===== src/rtl/tcr_pkg.sv =====
package tcr_pkg;
    localparam int unsigned ID_W = 4;

    typedef logic [ID_W-1:0] core_id_t;

    typedef struct packed {
        logic     valid;
        core_id_t id;
    } rst_req_t;

    function automatic logic req_hits(rst_req_t r, int unsigned core);
        return r.valid && (r.id == core_id_t'(core));
    endfunction
endpackage


===== src/rtl/tcr_req_merge.sv =====
module tcr_req_merge
    import tcr_pkg::*;
#(
    parameter int unsigned NUM_CORES = 2
) (
    input  rst_req_t [NUM_CORES-1:0] req_i,
    output logic     [NUM_CORES-1:0] hit_o
);
    always_comb begin
        hit_o = '0;
        for (int unsigned t = 0; t < NUM_CORES; t++) begin
            for (int unsigned s = 0; s < NUM_CORES; s++) begin
                if (req_hits(req_i[s], t)) hit_o[t] = 1'b1;
            end
        end
    end

    // no valid request means no target is hit
    always_comb begin
        automatic logic any_valid = 1'b0;
        for (int unsigned s = 0; s < NUM_CORES; s++) any_valid |= req_i[s].valid;
        if (!any_valid) assert_idle_no_hit_R9: assert (hit_o == '0);
    end
endmodule


===== src/rtl/tcr_pulse_timer.sv =====
module tcr_pulse_timer #(
    parameter int unsigned PULSE_CYCLES = 16,
    localparam int unsigned CNT_W = $clog2(PULSE_CYCLES + 1)
) (
    input  logic clk,
    input  logic sys_rst,
    input  logic hit_i,
    output logic busy_o
);
    logic [CNT_W-1:0] cnt_q;

    always_ff @(posedge clk) begin
        if (sys_rst)            cnt_q <= '0;
        else if (hit_i)         cnt_q <= CNT_W'(PULSE_CYCLES);
        else if (cnt_q != '0)   cnt_q <= cnt_q - CNT_W'(1);
    end

    assign busy_o = (cnt_q != '0);

    assert_hit_starts_R2: assert property (@(posedge clk) disable iff (sys_rst)
        hit_i |=> busy_o);

    assert_countdown_R5: assert property (@(posedge clk) disable iff (sys_rst)
        (busy_o && !hit_i) |=> (cnt_q == $past(cnt_q) - CNT_W'(1)));

    assert_sysrst_clears_R1: assert property (@(posedge clk)
        sys_rst |=> (cnt_q == '0 || $past(hit_i)) );
endmodule


===== src/rtl/tcr_cause_reg.sv =====
module tcr_cause_reg (
    input  logic clk,
    input  logic sys_rst,
    input  logic hit_i,
    output logic cause_o
);
    always_ff @(posedge clk) begin
        if (sys_rst)     cause_o <= 1'b0;
        else if (hit_i)  cause_o <= 1'b1;
    end

    assert_cause_set_R6: assert property (@(posedge clk) disable iff (sys_rst)
        hit_i |=> cause_o);

    assert_cause_sticky_R6: assert property (@(posedge clk) disable iff (sys_rst)
        cause_o |=> cause_o);

    assert_cause_cleared_R7: assert property (@(posedge clk)
        sys_rst |=> !cause_o);
endmodule


===== src/rtl/tcr_core_reset_ctrl.sv =====
module tcr_core_reset_ctrl
    import tcr_pkg::*;
#(
    parameter int unsigned NUM_CORES    = 2,
    parameter int unsigned PULSE_CYCLES = 16
) (
    input  logic                      clk,
    input  logic                      sys_rst,
    input  logic [NUM_CORES-1:0]      wr_en,
    input  logic [NUM_CORES*ID_W-1:0] wr_id,
    output logic [NUM_CORES-1:0]      core_rst_o,
    output logic [NUM_CORES-1:0]      rst_cause_o
);
    rst_req_t [NUM_CORES-1:0] req;
    logic     [NUM_CORES-1:0] hit;
    logic     [NUM_CORES-1:0] busy;

    for (genvar j = 0; j < NUM_CORES; j++) begin : g_req
        assign req[j].valid = wr_en[j];
        assign req[j].id    = wr_id[j*ID_W +: ID_W];
    end

    tcr_req_merge #(.NUM_CORES(NUM_CORES)) u_merge (
        .req_i (req),
        .hit_o (hit)
    );

    for (genvar i = 0; i < NUM_CORES; i++) begin : g_core
        tcr_pulse_timer #(.PULSE_CYCLES(PULSE_CYCLES)) u_timer (
            .clk     (clk),
            .sys_rst (sys_rst),
            .hit_i   (hit[i]),
            .busy_o  (busy[i])
        );
        tcr_cause_reg u_cause (
            .clk     (clk),
            .sys_rst (sys_rst),
            .hit_i   (hit[i]),
            .cause_o (rst_cause_o[i])
        );
    end

    assign core_rst_o = busy | {NUM_CORES{sys_rst}};

    assert_sysrst_drives_all_R1: assert property (@(posedge clk)
        sys_rst |-> (core_rst_o == {NUM_CORES{1'b1}}));

    assert_pulse_holds_R2: assert property (@(posedge clk) disable iff (sys_rst)
        (hit != '0) |=> ((core_rst_o & $past(hit)) == $past(hit)));
endmodule


===== config.mk =====
export PLATFORM = sky130hd
export DESIGN_NAME = tcr_core_reset_ctrl
export DESIGN_NICKNAME = d
export VERILOG_FILES = /design/src/rtl/tcr_pkg.sv /design/src/rtl/tcr_req_merge.sv /design/src/rtl/tcr_pulse_timer.sv /design/src/rtl/tcr_cause_reg.sv /design/src/rtl/tcr_core_reset_ctrl.sv
export SDC_FILE = /design/constraint.sdc
export NUM_CORES = 1
export LEC_CHECK = 0
export ABC_CLOCK_PERIOD_IN_PS = 2050
export BUFFER_PORTS_ARGS = -buffer_cell sky130_fd_sc_hd__buf_2
export CORE_AREA = 2 2 39 41
export DETAILED_ROUTE_END_ITERATION = 6
export DIE_AREA = 0 0 41 43
export HOLD_SLACK_MARGIN = 0.08
export PLACE_DENSITY = 0.68
export SLEW_MARGIN = 0
export SYNTH_ARGS = -nofsm -noshare
export SYNTH_HDL_FRONTEND = slang
export SYNTH_SLANG_ARGS = --single-unit

===== constraint.sdc =====
create_clock -name clk -period 2.05 [get_ports clk]
set_input_delay 0.3075 -clock clk [delete_from_list [all_inputs] [get_ports clk]]
set_output_delay 0.3075 -clock clk [all_outputs]
set_load 0.01 [all_outputs]

---- Word level (Yosys, flattened, before mapping) ----
Cells that the tools add are included.
cells by class
  multiplexer cells ....................... 8
  add/sub/neg operators ................... 2
  bitwise gates (word level) .............. 1
  reduce and logical (&&, ||, !) cells .... 12
  equality and inequality tests ........... 2
operator list
  kind                                                                   number
  5-bit 2-to-1 mux                                                       4
  5-bit nonzero test                                                     2
  5-bit by 1-bit subtractor with 5-bit output, second input constant     2
  4-bit by 1-bit equality test with 1-bit output, second input constant  2
  4-bit zero test                                                        2
  1-bit logical AND                                                      4
  1-bit 2-to-1 mux                                                       4
  2-bit nonzero test                                                     2
  2-bit OR reduction                                                     2
  2-bit OR                                                               1
storage, ports and cells
  input bits .............................. 12
  output and inout port bits .............. 4
  logic and storage cells ................. 31
  register bits ........................... 12

---- Logic depth before layout (Yosys ltp) ----
  word-level depth ........................ 5
  gate-level depth with buffers ........... 6
  gate-level depth less buffers ........... 5

---- By module ----
Synthesis repeated with hierarchy kept, for this count alone.
second synthesis, totals
  cell total of the unflattened synthesis .. 60
  area total of the unflattened synthesis .. 584.3 um2
modules (own cells, without submodules)
  module               cells an instance  instances  area each (um2)  seq. area each (um2)
  tcr_pulse_timer      24                 2          222.7            100.1
  tcr_req_merge        6                  1          66.3             0.0
  tcr_cause_reg        2                  2          30.0             20.0
  tcr_core_reset_ctrl  2                  1          12.5             0.0

---- Worst setup path before layout ----
Ideal clock, no wire load.
  path type ............................... reg2out
  start point ............................. register g_core[1].u_timer.cnt_q[0]
  end point ............................... output port core_rst_o[1]
  data arrival time ....................... 1.294 ns
  path buffers ............................ 1
  data required time ...................... 1.742 ns
  cell stages (with the launch flop) ...... 6
  slack ................................... 0.448 ns
  cell sequence ........................... dfxtp_1 > inv_1 > ha_1 > or4b_1 > clkbuf_2 > nand2b_1
on the way
  longest elaborated chain between the ends .. 2
RTL lines
  element                   RTL line                   source
  start: declaration        tcr_pulse_timer.sv:10      logic [CNT_W-1:0] cnt_q;
  start signal: assignment  tcr_pulse_timer.sv:14      else if (hit_i) cnt_q <= CNT_W'(PULSE_CYCLES);
  start signal: assignment  tcr_pulse_timer.sv:15      else if (cnt_q != '0) cnt_q <= cnt_q - CNT_W'(1);
  5-bit nonzero test        tcr_pulse_timer.sv:18      assign busy_o = (cnt_q != '0);
  2-bit OR                  tcr_core_reset_ctrl.sv:43  assign core_rst_o = busy | {NUM_CORES{sys_rst}};
  end: declaration          tcr_core_reset_ctrl.sv:11  output logic [NUM_CORES-1:0] core_rst_o,
Every way passes these cells.

---- Worst setup path in the final report ----
Ends and elaborated chain as after synthesis.

==> results by group <==
Run status
  – Outcome: complete, no violations

STA
  – Count of final setup violators: 0
  – Setup TNS Final: 0 ns
  – Fin worst setup slack: 0.109 ns
  – Slew @ Worst Pin: 0.272 ns
  – RSZ-0062 raised after global routing: no
  – Max Clk Rate: 515 MHz
  – Tmin final: 1.94 ns
  – Fin Clk Skew: 0.00242 ns
  – Slew margin rel.: 81.9%
  – Fin crit share: 94.7%
  – Hold Vio Cnt, Final: 0
  – Slew Limit Fails: 0
  – Hold Slack: 0.241 ns

Flow run
  – Max Cap Viol: 0

Worst setup path
  – RR Endpoint: g_core[1].u_timer.cnt_q[0]$_SDFFE_PP0P_
  – Crit path DAT: 1.63 ns
  – End point of the critical path: core_rst_o[1]
  – Crit path kind: flop to output pin
  – Critical path peak fanout: 4
  – Crit start category: flop
  – CP delay by family, top: simple AND/OR/NAND/NOR gates
  – Worst reg2reg path depth: 6
  – Largest stage delay, worst path: 0.48 ns
  – CP bufs+invs: 2
  – Beginning of the critical path: g_core[1].u_timer.cnt_q[0]$_SDFFE_PP0P_
  – CP required: 1.74 ns
  – FF-to-FF setup slack: 0.53 ns
  – Critical path depth: 5
  – Slowest stage cell, crit path: or4b_4
  – Critical path endpoint category: output pin
  – Startpoint of the worst register-to-register path: g_core[1].u_timer.cnt_q[0]$_SDFFE_PP0P_
  – CP Cell Sequence: inv_1 > ha_2 > or4b_4 > nand2b_1 > buf_2

Synthesis
  – Synthesized area per cell: 9.26 µm²
  – Mapped Area: 602 µm²
  – Cell taking the most area after synthesis: dfxtp_1
  – Post-synth cell types: 22
  – Sequential-to-total area share from yosys stat: 39.9%
  – Top cells by area, synth: dfxtp_1 40%, xnor2_1 5.8%, inv_1 5.6%
  – Synth Register Bits: 12
  – Synth Instances: 65
  – Share of the synthesized area in the top cell type: 39.9%
  – Syn Nets: 79
  – Yosys warns: 0

Routing
  – Vias post-DR: 482
  – DRT Wirelength: 1.13 mm
  – Drc violations: 0
  – Routed Antenna Nets: 0
  – TritonRoute pass-1 iters: 3
  – Routed wire per std cell: 11.3 µm
  – Via density: 4.82
  – Detailed Route Iter0 Violations: 4

Global routing
  – Vias in the first global route: 480
  – Gr ovfl total: 0
  – First-pass GRT wire length: 1.95 mm
  – Initial antenna violation count: 0
  – Largest net degree at the start of global routing: 8
  – All-Layer GR Usage: 17.0%

Floorplanning
  – Rows: 14
  – I/O pin total: 16
  – Initial core utilization: 43.5%
  – Core area: 1380 µm²
  – Die Ht: 43 µm
  – Die ar.: 1760 µm²
  – Die X: 41 µm

Place
  – Placement Setup Slack: 0.277 ns
  – Post-DP HPWL: 866 µm
  – RePlAce Congestion: 0.646
  – Input/output buffers: 15

Clocking
  – Clk Latency, worst-skew pair: 0.28 ns
  – Worst-case clock buffer depth: 2
  – Clock sink count: 12
  – Hold buffers post-CTS: 0
  – CTS clock-pin slew for the worst setup and hold paths: 0.08 ns
  – Root Buffer: clkbuf_4
  – CTS tree: built
  – Num CTS Buffers: 3
  – Deepest level of the CTS H-tree: 1

Cells and area
  – Fill cell count: 142
  – Synth-to-layout area growth: 23.5%
  – Antenna diodes: 0
  – Share of cells above drive strength 1: 36.9%
  – Final Core Density: 53.7%
  – Final net count: 99

Min path
  – Worst min path class: primary input to flop

Power and ir drop
  – Pwr Total: 1.08 mW
  – Peak VDD IR: 0.682 mV
  – Power Density: 1450 nW/µm²
  – Pleak: 0.317 nW
==> how the worst min path moves through the flow <==
stage	from	cells after the start	end	slack, ns
6_report	sys_rst	2	g_core[1].u_cause.cause_o$_SDFFE_PP0P_	0.24
5_1_grt	sys_rst	2	g_core[1].u_cause.cause_o$_SDFFE_PP0P_	0.23
4_1_cts	sys_rst	2	g_core[1].u_cause.cause_o$_SDFFE_PP0P_	0.22
3_5_place_dp	g_core[0].u_cause.cause_o$_SDFFE_PP0P_	2	g_core[0].u_cause.cause_o$_SDFFE_PP0P_	0.44
3_3_place_gp	g_core[0].u_cause.cause_o$_SDFFE_PP0P_	2	g_core[0].u_cause.cause_o$_SDFFE_PP0P_	0.43
2_1_floorplan	sys_rst	1	g_core[1].u_cause.cause_o$_SDFFE_PP0P_	0.37
==> synth_stat cells <==
library cell and n:
o22a_1 2, o221ai_2 2, clkbuf_2 1, nor4b_1 1, dfxtp_1 12, nor3b_1 1, xor2_1 1, buf_4 2
a211oi_1 1, a211oi_2 1, or4b_4 2, xnor2_1 4, o21ai_0 2, or4b_1 2, nand2b_1 3, inv_1 9
a21oi_1 3, nor2_1 6, a21oi_2 1, ha_1 2, nand2_1 2, nor3_1 5
==> cells by family (layout without fill, tap and decap cells) <==
logic type / count (synthesis) / after routing / share of synthesized area [%]
compound gates: 12 / 12 / 16.8
simple gates: 22 / 22 / 22.9
xor+xnor: 5 / 5 / 7.28
flops: 12 / 12 / 39.9
fa+ha+maj: 2 / 2 / 4.16
buf+inv: 12 / 31 / 8.94
==> state kept, by name, summed over array words and instances, names as in the netlist <==
signal,flops
g_core.u_cause.cause_o,2
g_core.u_timer.cnt_q,10
==> area by class of cell <==
type	count	area, µm²	area share (%)
clock buffer	4	36.3	4.88
timing repair buffer	18	97.6	13.1
tap	16	20.0	2.69
sequential	12	241	32.5
inverter	9	33.8	4.55
multi-input combinational	41	314	42.3
==> timing repair <==
| action | 4_1_cts | 5_1_grt |
|---|---|---|
| setup buffers | 0 | 2 |
| endpoints found under the setup margin | 1 | 1 |
| gates cloned | 0 | 0 |
| gates resized for setup | 1 | 2 |
==> worst reg2reg max path, delay by kind of cell (launching register included) <==
kind / cells / cell delay [ns]
xor+xnor: 1 / 0.13
fa+ha+maj: 1 / 0.19
simple gates: 2 / 0.53
buf+inv: 2 / 0.21
flops: 1 / 0.34
==> stage by stage <==
| step | instance area (µm²) | instances |
|---|---|---|
| 5_1_grt | 743 | 100 |
| 3_5_place_dp | 684 | 94 |
| 2_1_floorplan | 602 | 65 |
| 4_1_cts | 724 | 98 |
| 3_3_place_gp | 684 | 94 |
| 6_report | 743 | 100 |
==> power breakdown <==
group          internal (mW)  switching (mW)  total [mW]  leakage, nW
registers              0.305          0.0609       0.366       0.0991
logic                  0.291           0.228       0.519        0.197
clock network          0.108          0.0828       0.191       0.0210
==> cells in the final DEF, fill, tap and decap left out <==
| master | netlist | layout |
|---|---|---|
| buf_2 | 0 | 15 |
| dfxtp_1 | 12 | 11 |
| inv_1 | 9 | 9 |
| nor2_1 | 6 | 6 |
| nor3_1 | 5 | 5 |
| xnor2_1 | 4 | 4 |
| or4b_4 | 2 | 3 |
| nand2b_1 | 3 | 3 |
| a21oi_1 | 3 | 3 |
| clkbuf_4 | 0 | 3 |
| buf_4 | 2 | 3 |
| nand2_1 | 2 | 2 |
| o221ai_2 | 2 | 2 |
| o22a_1 | 2 | 2 |
| o21ai_0 | 2 | 2 |
| nor4b_1 | 1 | 1 |
| nor3b_1 | 1 | 1 |
| or4b_1 | 2 | 1 |
| a211oi_1 | 1 | 1 |
| xor2_1 | 1 | 1 |
| a211oi_2 | 1 | 1 |
| a21oi_2 | 1 | 1 |
| ha_2 | 0 | 1 |
| ha_1 | 2 | 1 |
| clkbuf_8 | 0 | 1 |
| dfxtp_2 | 0 | 1 |
==> layer usage <==
layer  GRT usage, %  part of all wire [%]
met1           17.3                    45
met2           26.6                    51
met3           7.85                   3.5
met4           10.0                   1.2
met5              0                     0
No activity file was read; power rests on OpenSTA's default activity.
